==> src/rtl/bcd_ctr_pkg.sv <==
package bcd_ctr_pkg;
  localparam int DIGIT_W    = 4;
  localparam int LAST_DIGIT = 9;

  typedef logic [DIGIT_W-1:0] digit_t;

  // Next state from the XOR equations. Bit 3 has weight 8 and bit 0 has weight 1.
  function automatic digit_t xor_step(digit_t s);
    digit_t n;
    n[0] = ~s[0];
    n[1] = s[1] ^ (s[0] & ~s[3]);
    n[2] = s[2] ^ (s[0] & s[1]);
    n[3] = s[3] ^ ((s[0] & s[3]) | (s[0] & s[1] & s[2]));
    return n;
  endfunction

  function automatic logic code_legal(digit_t s);
    return (int'(s) <= LAST_DIGIT);
  endfunction

  function automatic logic term_of(digit_t s);
    return s[0] & s[3];
  endfunction

  // Successor of each illegal code, written as a table for the checkers.
  function automatic digit_t stray_next(digit_t s);
    case (s)
      4'd10:   return 4'd11;
      4'd11:   return 4'd6;
      4'd12:   return 4'd13;
      4'd13:   return 4'd4;
      4'd14:   return 4'd15;
      4'd15:   return 4'd2;
      default: return 4'd0;
    endcase
  endfunction
endpackage

==> src/rtl/bcd_next_logic.sv <==
module bcd_next_logic
  import bcd_ctr_pkg::*;
(
  input  digit_t cur,
  output digit_t nxt,
  output logic   wrap_evt
);
  assign nxt      = xor_step(cur);
  // Flags the step from 9 back to 0.
  assign wrap_evt = (cur == digit_t'(LAST_DIGIT));
endmodule

==> src/rtl/bcd_state_reg.sv <==
module bcd_state_reg
  import bcd_ctr_pkg::*;
(
  input  logic   clk,
  input  logic   clr,
  input  logic   load_en,
  input  digit_t load_val,
  input  digit_t nxt,
  output digit_t q
);
  always_ff @(posedge clk) begin
    if (clr)          q <= '0;
    else if (load_en) q <= load_val;
    else              q <= nxt;
  end


  clear_zero_chk: assert property (@(posedge clk) clr |=> (q == '0));


  dbg_load_chk: assert property (@(posedge clk) disable iff (clr)
    load_en |=> (q == $past(load_val)));
endmodule

==> src/rtl/bcd_term_decode.sv <==
module bcd_term_decode
  import bcd_ctr_pkg::*;
(
  input  digit_t cur,
  output logic   term
);
  assign term = term_of(cur);


  always_comb begin
    term_bits_chk: assert (!term || (cur[3] && cur[0]));
  end
endmodule

==> src/rtl/bcd_decade_counter.sv <==
module bcd_decade_counter
  import bcd_ctr_pkg::*;
(
  input  logic               clk,
  input  logic               clr,
  input  logic               dbg_load,
  input  logic [DIGIT_W-1:0] dbg_val,
  output logic [DIGIT_W-1:0] cnt_q,
  output logic               term
);
  digit_t state_q;
  digit_t state_nxt;
  logic   wrap_evt;
  logic   stray_now;
  logic   [1:0] stray_run;

  bcd_next_logic u_next (
    .cur      (state_q),
    .nxt      (state_nxt),
    .wrap_evt (wrap_evt)
  );

  bcd_state_reg u_reg (
    .clk      (clk),
    .clr      (clr),
    .load_en  (dbg_load),
    .load_val (dbg_val),
    .nxt      (state_nxt),
    .q        (state_q)
  );

  bcd_term_decode u_term (
    .cur  (state_q),
    .term (term)
  );

  assign cnt_q     = state_q;
  assign stray_now = !code_legal(state_q);

  // Counts the edges taken from illegal codes since the last clear or load.
  always_ff @(posedge clk) begin
    if (clr || dbg_load)           stray_run <= '0;
    else if (stray_now)            stray_run <= (stray_run == 2'd3) ? 2'd3 : stray_run + 2'd1;
    else                           stray_run <= '0;
  end


  legal_step_chk: assert property (@(posedge clk) disable iff (clr)
    (!dbg_load && !stray_now && !wrap_evt) |=> (cnt_q == $past(cnt_q) + 4'd1));


  wrap_zero_chk: assert property (@(posedge clk) disable iff (clr)
    (!dbg_load && wrap_evt) |=> (cnt_q == 4'd0));


  stray_path_chk: assert property (@(posedge clk) disable iff (clr)
    (!dbg_load && stray_now) |=> (cnt_q == stray_next($past(cnt_q))));


  recover_bound_chk: assert property (@(posedge clk) disable iff (clr)
    (stray_run == 2'd2) |-> !stray_now);
endmodule

==> config.mk <==
export PLATFORM = sky130hd
export DESIGN_NAME = bcd_decade_counter
export DESIGN_NICKNAME = d
export VERILOG_FILES = /design/src/rtl/bcd_ctr_pkg.sv /design/src/rtl/bcd_next_logic.sv /design/src/rtl/bcd_state_reg.sv /design/src/rtl/bcd_term_decode.sv /design/src/rtl/bcd_decade_counter.sv
export SDC_FILE = /design/constraint.sdc
export NUM_CORES = 1
export LEC_CHECK = 0
export BUFFER_PORTS_ARGS = -buffer_cell sky130_fd_sc_hd__buf_2
export CORE_AREA = 2 2 39 41
export DETAILED_ROUTE_END_ITERATION = 8
export DIE_AREA = 0 0 41 43
export RECOVER_POWER = 100
export SLEW_MARGIN = 10
export SYNTH_ARGS = -nofsm -noshare
export SYNTH_HDL_FRONTEND = slang
export SYNTH_SLANG_ARGS = --single-unit
export TNS_END_PERCENT = 20
==> constraint.sdc <==
create_clock -name clk -period 2 [get_ports clk]
set_clock_uncertainty 0.1 [all_clocks]
set_input_delay 0.4 -clock clk [delete_from_list [all_inputs] [get_ports clk]]
set_output_delay 0.4 -clock clk [all_outputs]
set_load 0.01 [all_outputs]
==> results.cfg, run 1 <==
[run_status]
outcome = finished, final reports clean

[global_routing]
grt_usage_pct = 6.827
met3_usage_pct = 7.853
grt_pass1_wl_um = 738
grt_use_met1_pct = 8.682
antenna_found_initial = 0
grt_max_degree = 8
grt.busiest_layer = met1
grt-ovfl-total = 0
grt_pass1_vias = 178
grtUsageMet2_pct = 8.125

[yosys]
synth-simple-area-share_pct = 33.53
synth_seq_cells = 4
synth_compound_area_share_pct = 17.34
synthMuxAreaShare_pct = 4.624
yosysWarningCount = 0
synth_xor_area_share_pct = 0
synth_fa_ha_area_share_pct = 5.780
syn-num-nets = 29
synthCells = 21
synth_area_per_cell_um2 = 10.31
synth_area_um2 = 216.5
ys_types = 13
synth_top_family_by_area = simple AND/OR/NAND/NOR gates
synth_seq_area_share_pct = 36.99

[worst_setup_path]
slowest_delay_ns = 0.36
critPathRequiredTime_ns = 2.05
cp_slowest_cell = or3b_1
worst-path-max-fanout = 7
worst-endpoint-arrival_ns = 1.54
crit_chain = and2_0 > ha_1 > or3b_1 > a311oi_2
path_delay_family = simple AND/OR/NAND/NOR gates
crit_path_end_kind = flop
cp-start-kind = flop
critPathKind = flop to flop
path_buf_inv = 0

[min_path]
hold_path_class = input port to flop

[timing]
fin_crit_sh_pct = 74.54
min_period_ns = 1.491
finalMaxSlewViolations = 0
timing.hold.ws_ns = 0.2770
tightest_slew_ns = 0.3123
rsz0062_at_grt = no
slew_headroom_pct = 78.64
setup_viol = 0
fin_tns_setup_ns = 0
finalHoldViolCount = 0
max_freq_ghz = 0.6708

[drt]
routed_wl_um = 469
vias = 206
ant_nets = 0
routedWlPerCell_um = 9.196
route.detailed.drc = 0
drtIter0Drc = 3
vias_per_cell = 4.039
dr.pass1.iters = 2

[floorplan]
num_rows = 14
die_h_um = 43
die-area_um2 = 1763
io-pin-count = 12
core_um2 = 1384
die_width_um = 41
initial_core_util_pct = 15.64

[pwr]
p_leak_nw = 0.1296
p_sw_share_pct = 24.32
switchingPower_uw = 54.85
sequentialPowerShare_pct = 41.3
internal_power_uw = 170.6
combPwrFrac_pct = 14.6
clockPowerShare_pct = 44.2
powerDensity_nw_per_um2 = 747.8
peakVddDrop_uv = 443.1

[place]
io_buffer_count = 11
gp_congestion = 0.7091
placed_area_um2 = 291.5
dp_hpwl_um = 343.1

[clocking]
clock_sinks = 4
numCtsBuffers = 3
cts_tree = done
cts.clk_slew.worst_paths_ns = 0.04
cts_resized = 0
holdBufCountCts = 0
clockBufferDepth = 2
postCtsSetupBuffers = 0
clk_latency_ns = 0.23
cts-root-buf = clkbuf_4
h-tree-depth = 1

[final_layout]
drive_above_1_share_pct = 28.57
antennaDiodeCount = 0
fin_area_um2 = 301.5
nNetsFinal = 45
top_regs = u_reg.q x4
regMostFlops = u_reg.q
final_core_util_pct = 21.79
largest_reg_flops = 4
area_growth_pct = 39.31

[job]
drv_cap = 0
## power by group through the flow
stage / sequential [mW] / combinational, mW / clock, mW
floorplan: 0.0958 / 0.0175 / 0
global placement: 0.0944 / 0.0368 / 0
global route: 0.0942 / 0.0372 / 0.111
detailed placement: 0.0939 / 0.0376 / 0
finish: 0.0931 / 0.0328 / 0.0996
CTS: 0.0929 / 0.0380 / 0.104
## synthesized netlist by cell type
cell,instances,area share [%]
dfxtp_1,4,37
nor2b_1,3,8.7
and2_1,2,5.8
nand2b_1,2,5.8
nor2_1,2,3.5
a2111oi_2,1,6.9
a211oi_1,1,3.5
a311oi_2,1,6.9
and4bb_1,1,5.8
ha_1,1,5.8
inv_1,1,1.7
mux2i_1,1,4.6
or3b_1,1,4.0
## per-layer routing
layer,wire (um),vias to the layer above
li1,-,105
met1,213,89
met2,187,12
met3,68,0
met4,0,0
met5,0,-
## cells by family after synthesis
logic type / Yosys count
adders and majority gates: 1
and+or+nand+nor: 11
AOI/OAI and AO/OA: 3
muxes: 1
DFF: 4
buffers and inverters: 1
## layout by cell type, fill, tap and decap left out
cell type,n
dfxtp_1,4
and2_0,1
a311oi_2,1
and2_1,1
a211oi_1,1
clkbuf_1,5
and4bb_1,1
buf_2,6
inv_1,1
nor2_1,2
clkbuf_4,3
or3b_1,1
nand2b_1,2
mux2i_1,1
a2111oi_0,1
ha_1,1
nor2b_1,3
## through the flow
step | std cells | power (mW) | worst slack, ns
6_report | 51 | 0.2255 | 0.5092
5_1_grt | 51 | 0.2421 | 0.4504
4_1_cts | 51 | 0.2353 | 0.5079
3_5_place_dp | 48 | 0.1315 | 0.5236
3_3_place_gp | 48 | 0.1312 | 0.5279
2_1_floorplan | 21 | 0.1133 | 0.5461
## area by class of cell
cell class	instances	area, um^2
fillers	151	1082
multi-input cells	16	126.4
flip-flops and latches	4	80.08
repair buffers	11	48.80
clock buffers	3	22.52
well taps	16	20.02
inverters	1	3.754
## worst paths after layout
path                 to       start  slack (ns)  cells after the start
min reg2reg  u_reg.q[1]  u_reg.q[1]        0.46                      2
min          u_reg.q[3]         clr        0.28                      2
max reg2reg  u_reg.q[3]  u_reg.q[0]        0.51                      4
max          u_reg.q[3]  u_reg.q[0]        0.51                      4
(Power assumes the default switching activity.)
==> run 2, diff against run 1 <==
--- a/config.mk
+++ b/config.mk
@@ -5,6 +5,7 @@
 export SDC_FILE = /design/constraint.sdc
 export NUM_CORES = 1
 export LEC_CHECK = 0
+export ABC_AREA = 1
 export BUFFER_PORTS_ARGS = -buffer_cell sky130_fd_sc_hd__buf_2
 export CORE_AREA = 2 2 39 41
 export DETAILED_ROUTE_END_ITERATION = 8
==> constraint.sdc (replaced) <==
create_clock -name clk -period 1.33 [get_ports clk]
set_clock_uncertainty 0.1 [all_clocks]
set_input_delay 0.266 -clock clk [delete_from_list [all_inputs] [get_ports clk]]
set_output_delay 0.266 -clock clk [all_outputs]
set_load 0.01 [all_outputs]
==> run 2 against run 1 <==
- final cell count increased by 16%
- total power increased by 55%
- worst setup slack got worse by 0.44 ns
- routed wire length increased by 1.3%
- design area increased by 0.41%
- die area unchanged
- area after synthesis decreased by 8.7%
- synthesized cell count increased by 33%
- hold slack got worse by 0.10 ns
- core utilization increased by 0.090 points
- non-clock buffer count increased by 1
- sequential cell count unchanged
- highest routed layer is now met4
==> results.cfg, run 2 <==
[timing]
worst_slack_ns = 0.06734
max_freq_ghz = 0.7920
fin_crit_sh_pct = 94.94
finalHoldViolCount = 0
fin_tns_setup_ns = 0
finalMaxSlewViolations = 0
rsz0062_at_grt = no
setup_viol = 0
tightest_slew_ns = 0.1538
min_period_ns = 1.263
slew_headroom_pct = 89.68

[clocking]
holdBufCountCts = 0
numCtsBuffers = 3
h-tree-depth = 1
clock_sinks = 4
clockBufferDepth = 2
cts_tree = done
cts.clk_slew.worst_paths_ns = 0.04
cts-root-buf = clkbuf_4
clk_latency_ns = 0.24

[yosys]
synth_area_um2 = 197.7
synth_seq_cells = 4
syn-num-nets = 36
synth-edff-count = 0
synth_common_cells = 5 x nand2_1, 4 x dfxtp_1, 4 x inv_1, 3 x a21oi_1
synth_seq_area_share_pct = 40.51
yosysTopAreaCellShare_pct = 40.51
yosysTopAreaCell = dfxtp_1
synthArstFlopShare_pct = 0
synth.area.top_cells = dfxtp_1 41%, nand2_1 9.5%, a21oi_1 7.6%
yosysMostFrequentCell = nand2_1
synthCells = 28
ys_types = 12
synth_flop_cell = dfxtp_1
synth_area_per_cell_um2 = 7.060
yosysWarningCount = 0

[floorplan]
die_h_um = 43
num_rows = 14
die_width_um = 41
initial_core_util_pct = 14.29
io-pin-count = 12
core_um2 = 1384
die-area_um2 = 1763

[final_layout]
fillers = 162
top_regs = u_reg.q x4
antennaDiodeCount = 0
largest_reg_flops = 4
layout_common_cells = 7 x buf_2, 5 x nand2_1, 5 x inv_1, 4 x clkbuf_1
final_common_cell = buf_2
nNetsFinal = 53
area_growth_pct = 53.16
stdcell_count = 59
regMostFlops = u_reg.q
drive_above_1_share_pct = 32.56

[drt]
drtIter0Drc = 1
route.detailed.drc = 0
routed_wl_um = 475
vias_per_cell = 3.712
dr.pass1.iters = 2
vias = 219
routedWlPerCell_um = 8.051
ant_nets = 0

[pwr]
powerDensity_nw_per_um2 = 1153
switchingPower_uw = 90.58
peakVddDrop_uv = 287.7
internal_power_uw = 258.5
p_leak_nw = 0.1610
combPwrFrac_pct = 17.1
sequentialPowerShare_pct = 39.5
p_sw_share_pct = 25.95
clockPowerShare_pct = 43.4

[worst_setup_path]
cp_slowest_cell = dfxtp_2
path_buf_inv = 3
critPathKind = flop to output pin
path_delay_family = flip-flops
worst-path-max-fanout = 5
crit_chain = buf_6 > nand2_1 > inv_1 > buf_2
crit_path_end_kind = output pin
cp-start-kind = flop
worst-endpoint-arrival_ns = 0.90
slowest_delay_ns = 0.31
critPathRequiredTime_ns = 0.96

[global_routing]
grt_pass1_vias = 170
grt_usage_pct = 6.526
grt_max_degree = 7
grt_pass1_wl_um = 703
grt-ovfl-total = 0
antenna_found_initial = 0

[run_status]
outcome = finished, final reports clean

[place]
io_buffer_count = 11
dp.cells = 56
dp_hpwl_um = 388.6
gp_congestion = 0.7079
pre_cts_slack_ns = 0.2224

[min_path]
hold_path_class = input port to flop

[job]
drv_cap = 0
run 2: cell count changes after synthesis, sizes merged, moves of 2 or more:
cell    change
nor2b       -3
nand2b      -2
nand2       +5
inv         +5
a21oi       +4
and2        -2
o21ai       +4
run 2: final timing paths:
path	startpoint	endpoint	slack [ns]	cells past startpoint
worst min-delay path	dbg_val[2]	u_reg.q[2]	0.18	3
worst min register to register	u_reg.q[3]	u_reg.q[3]	0.42	2
worst max register to register	u_reg.q[1]	u_reg.q[2]	0.23	5
worst max-delay path	u_reg.q[0]	term	0.07	4
run 2: area by class of cell:
type / count / area, um^2 / share of cell area (%)
multi-input combinational: 18 / 95.09 / 31.41
tap: 16 / 20.02 / 6.612
sequential: 4 / 81.33 / 26.86
timing repair buffer: 12 / 61.31 / 20.25
clock buffer: 3 / 22.52 / 7.438
inverter: 6 / 22.52 / 7.438
run 2: what timing repair did:
item,4_1_cts,5_1_grt
setup buffers,0,0
endpoints found under the setup margin,0,1
resized for setup,0,2
run 2: metrics by stage:
step                      cell area [um^2]  power, mW  utilization, %  hold WS (ns)
after floorplan                      197.7     0.1715               -        0.3009
after global placement               280.3     0.1987           20.25        0.3939
after detailed placement             280.3     0.2006           20.25        0.4163
after CTS                            302.8     0.3577           21.88        0.1767
after global routing                 302.8     0.3747           21.88        0.1875
final                                302.8     0.3491           21.88        0.1772
run 2: power groups by stage:
stage               registers, mW  clock network, mW  logic, mW
floorplan                   0.145                  0     0.0263
global placement            0.139                  0     0.0598
detailed placement          0.139                  0     0.0611
CTS                         0.137              0.159     0.0612
global route                0.140              0.167     0.0682
finish                      0.138              0.151     0.0597
run 2: logic make-up (layout without fill, tap and decap cells):
group,Yosys count,count (layout),share of synthesized area [%]
AOI/OAI and AO/OA,8,8,22.15
adders and majority gates,1,1,6.328
buffers and inverters,6,21,11.39
DFF,4,4,40.51
and+or+nand+nor,9,9,19.62
run 2: worst min-delay path, cell delays in order:
cell and delay, ns:
buf_2 0.08, nor2_1 0.04, nor2_1 0.09
run 2: routing by layer:
layer | share of wire (%) | wire length (um) | global-route usage [%]
met3 | 15 | 70 | 6.283
met1 | 47 | 221 | 7.717
met5 | 0 | 0 | 0
met4 | 2.5 | 12 | 4.000
met2 | 36 | 171 | 7.187
==> run 3, diff against run 2 <==
--- a/config.mk
+++ b/config.mk
@@ -7,9 +7,10 @@
 export LEC_CHECK = 0
 export ABC_AREA = 1
 export BUFFER_PORTS_ARGS = -buffer_cell sky130_fd_sc_hd__buf_2
-export CORE_AREA = 2 2 39 41
+export CORE_AREA = 5 5 42 44
+export CTS_BUF_LIST = sky130_fd_sc_hd__clkbuf_4
 export DETAILED_ROUTE_END_ITERATION = 8
-export DIE_AREA = 0 0 41 43
+export DIE_AREA = 0 0 47 49
 export RECOVER_POWER = 100
 export SLEW_MARGIN = 10
 export SYNTH_ARGS = -nofsm -noshare
==> run 3 against run 2 <==
- die area up 31%
- largest cell class unchanged
- design area increased by 1.7%
- maximum frequency grew 0.41%
- critical path depth did not move
- sequential cell count is the same
==> results.cfg, run 3 (synthesis results as in run 2) <==
[clocking]
clk_latency_ns = 0.23
clock_sinks = 4
cts-root-buf = clkbuf_4
postCtsSetupBuffers = 0
cts.clk_slew.worst_paths_ns = 0.04
cts_tree = done
h-tree-depth = 1
clockBufferDepth = 2
numCtsBuffers = 3

[final_layout]
fin_area_um2 = 307.8
drive_above_1_share_pct = 44.19
nNetsFinal = 53
top_regs = u_reg.q x4
area_growth_pct = 55.70
final_common_cell = buf_2
antennaDiodeCount = 0
largest_reg_flops = 4
layout_common_cells = 11 x buf_2, 5 x nand2_1, 4 x inv_1
regMostFlops = u_reg.q

[floorplan]
die_h_um = 49
die-area_um2 = 2303
io-pin-count = 12
die_width_um = 47
core_um2 = 1401
initial_core_util_pct = 14.11
num_rows = 14

[worst_setup_path]
critPathRequiredTime_ns = 0.96
r2r_cells = 5
worst-path-max-fanout = 5
path_buf_inv = 3
cp_slowest_cell = dfxtp_2
cp-start-kind = flop
critPathKind = flop to output pin
crit_chain = buf_6 > nand2_1 > inv_1 > buf_2
worst-endpoint-arrival_ns = 0.89
path_delay_family = flip-flops
r2r_start = u_reg.q[1]
slowest_delay_ns = 0.31
r2r_end = u_reg.q[2]
crit_path_end_kind = output pin
r2r_slack_ns = 0.23

[min_path]
hold_start = dbg_val[2]
min_to = u_reg.q[2]
whs_path_depth = 3
hold_path_class = input port to flop

[global_routing]
antenna_found_initial = 0
grt-ovfl-total = 0
grt_max_degree = 7
grt_usage_pct = 5.849
grt_pass1_vias = 233
grt_pass1_wl_um = 931

[timing]
tightest_slew_ns = 0.1589
setup_viol = 0
finalHoldViolCount = 0
slew_headroom_pct = 89.29
fin_crit_sh_pct = 94.55
fin_tns_setup_ns = 0
min_period_ns = 1.257
max_freq_ghz = 0.7953
rsz0062_at_grt = no
finalMaxSlewViolations = 0

[drt]
vias_per_cell = 3.831
ant_nets = 0
routedWlPerCell_um = 8.407
route.detailed.drc = 0
routed_wl_um = 496
drtIter0Drc = 2
dr.pass1.iters = 2
vias = 226

[place]
placed_area_um2 = 280.3
dp_hpwl_um = 421
io_buffer_count = 11
gp_congestion = 0.6572

[pwr]
finalPower_uw = 348.8
peakVddDrop_uv = 341.8
p_leak_nw = 0.1749
powerDensity_nw_per_um2 = 1133

[run_status]
outcome = finished, final reports clean

[job]
drv_cap = 0
-- run 3: timing repair --
item	4_1_cts	5_1_grt
resized for setup	0	2
hold buffers	0	0
endpoints found under the setup margin	0	1
-- run 3: final cells by class --
| cell class | instances | area [um^2] |
|---|---|---|
| inverter | 6 | 22.52 |
| multi-input combinational | 18 | 95.09 |
| tap | 16 | 20.02 |
| fill | 173 | 1094 |
| clock buffer | 3 | 22.52 |
| timing repair buffer | 12 | 66.31 |
| sequential | 4 | 81.33 |
-- run 3: routing by layer --
layer / GRT usage, % / routed length, um / vias up
li1: - / - / 122
met1: 6.828 / 230 / 93
met2: 7.014 / 209 / 11
met3: 4.428 / 56 / 0
met4: 4.147 / 0 / 0
met5: 0 / 0 / -
-- run 3: worst register-to-register path, cell delays in order (launching register included) --
cell and delay, ns:
dfxtp_1 0.36, nand2_1 0.06, inv_1 0.06, ha_1 0.22
o21ai_0 0.15, nor2_1 0.05
-- run 3: stage by stage --
stage | hold slack (ns) | worst slack, ns | std cells | util [%]
finish | 0.1693 | 0.07255 | 59 | 21.96
global route | 0.1750 | 0.002345 | 59 | 21.96
CTS | 0.1579 | 0.04465 | 59 | 21.61
detailed placement | 0.4012 | 0.2508 | 56 | 20.00
global placement | 0.3939 | 0.2657 | 56 | 20.00
floorplan | 0.3009 | 0.1967 | 28 | -
-- run 3: worst max-delay path by stage --
| stage | from | end | cells past startpoint | slack [ns] |
|---|---|---|---|---|
| final | u_reg.q[0] | term | 4 | 0.07 |
| after global routing | u_reg.q[0] | term | 4 | 0.002 |
| after CTS | u_reg.q[0] | term | 4 | 0.04 |
| after detailed placement | u_reg.q[1] | u_reg.q[2] | 5 | 0.25 |
| after global placement | u_reg.q[1] | u_reg.q[2] | 5 | 0.27 |
| after floorplan | u_reg.q[0] | u_reg.q[2] | 5 | 0.20 |
-- run 3: power by group --
part | switching, mW | total, mW | internal (mW)
logic | 0.0333 | 0.0628 | 0.0295
clock network | 0.0471 | 0.148 | 0.101
registers | 0.00734 | 0.138 | 0.131
total | 0.0877 | 0.349 | 0.261
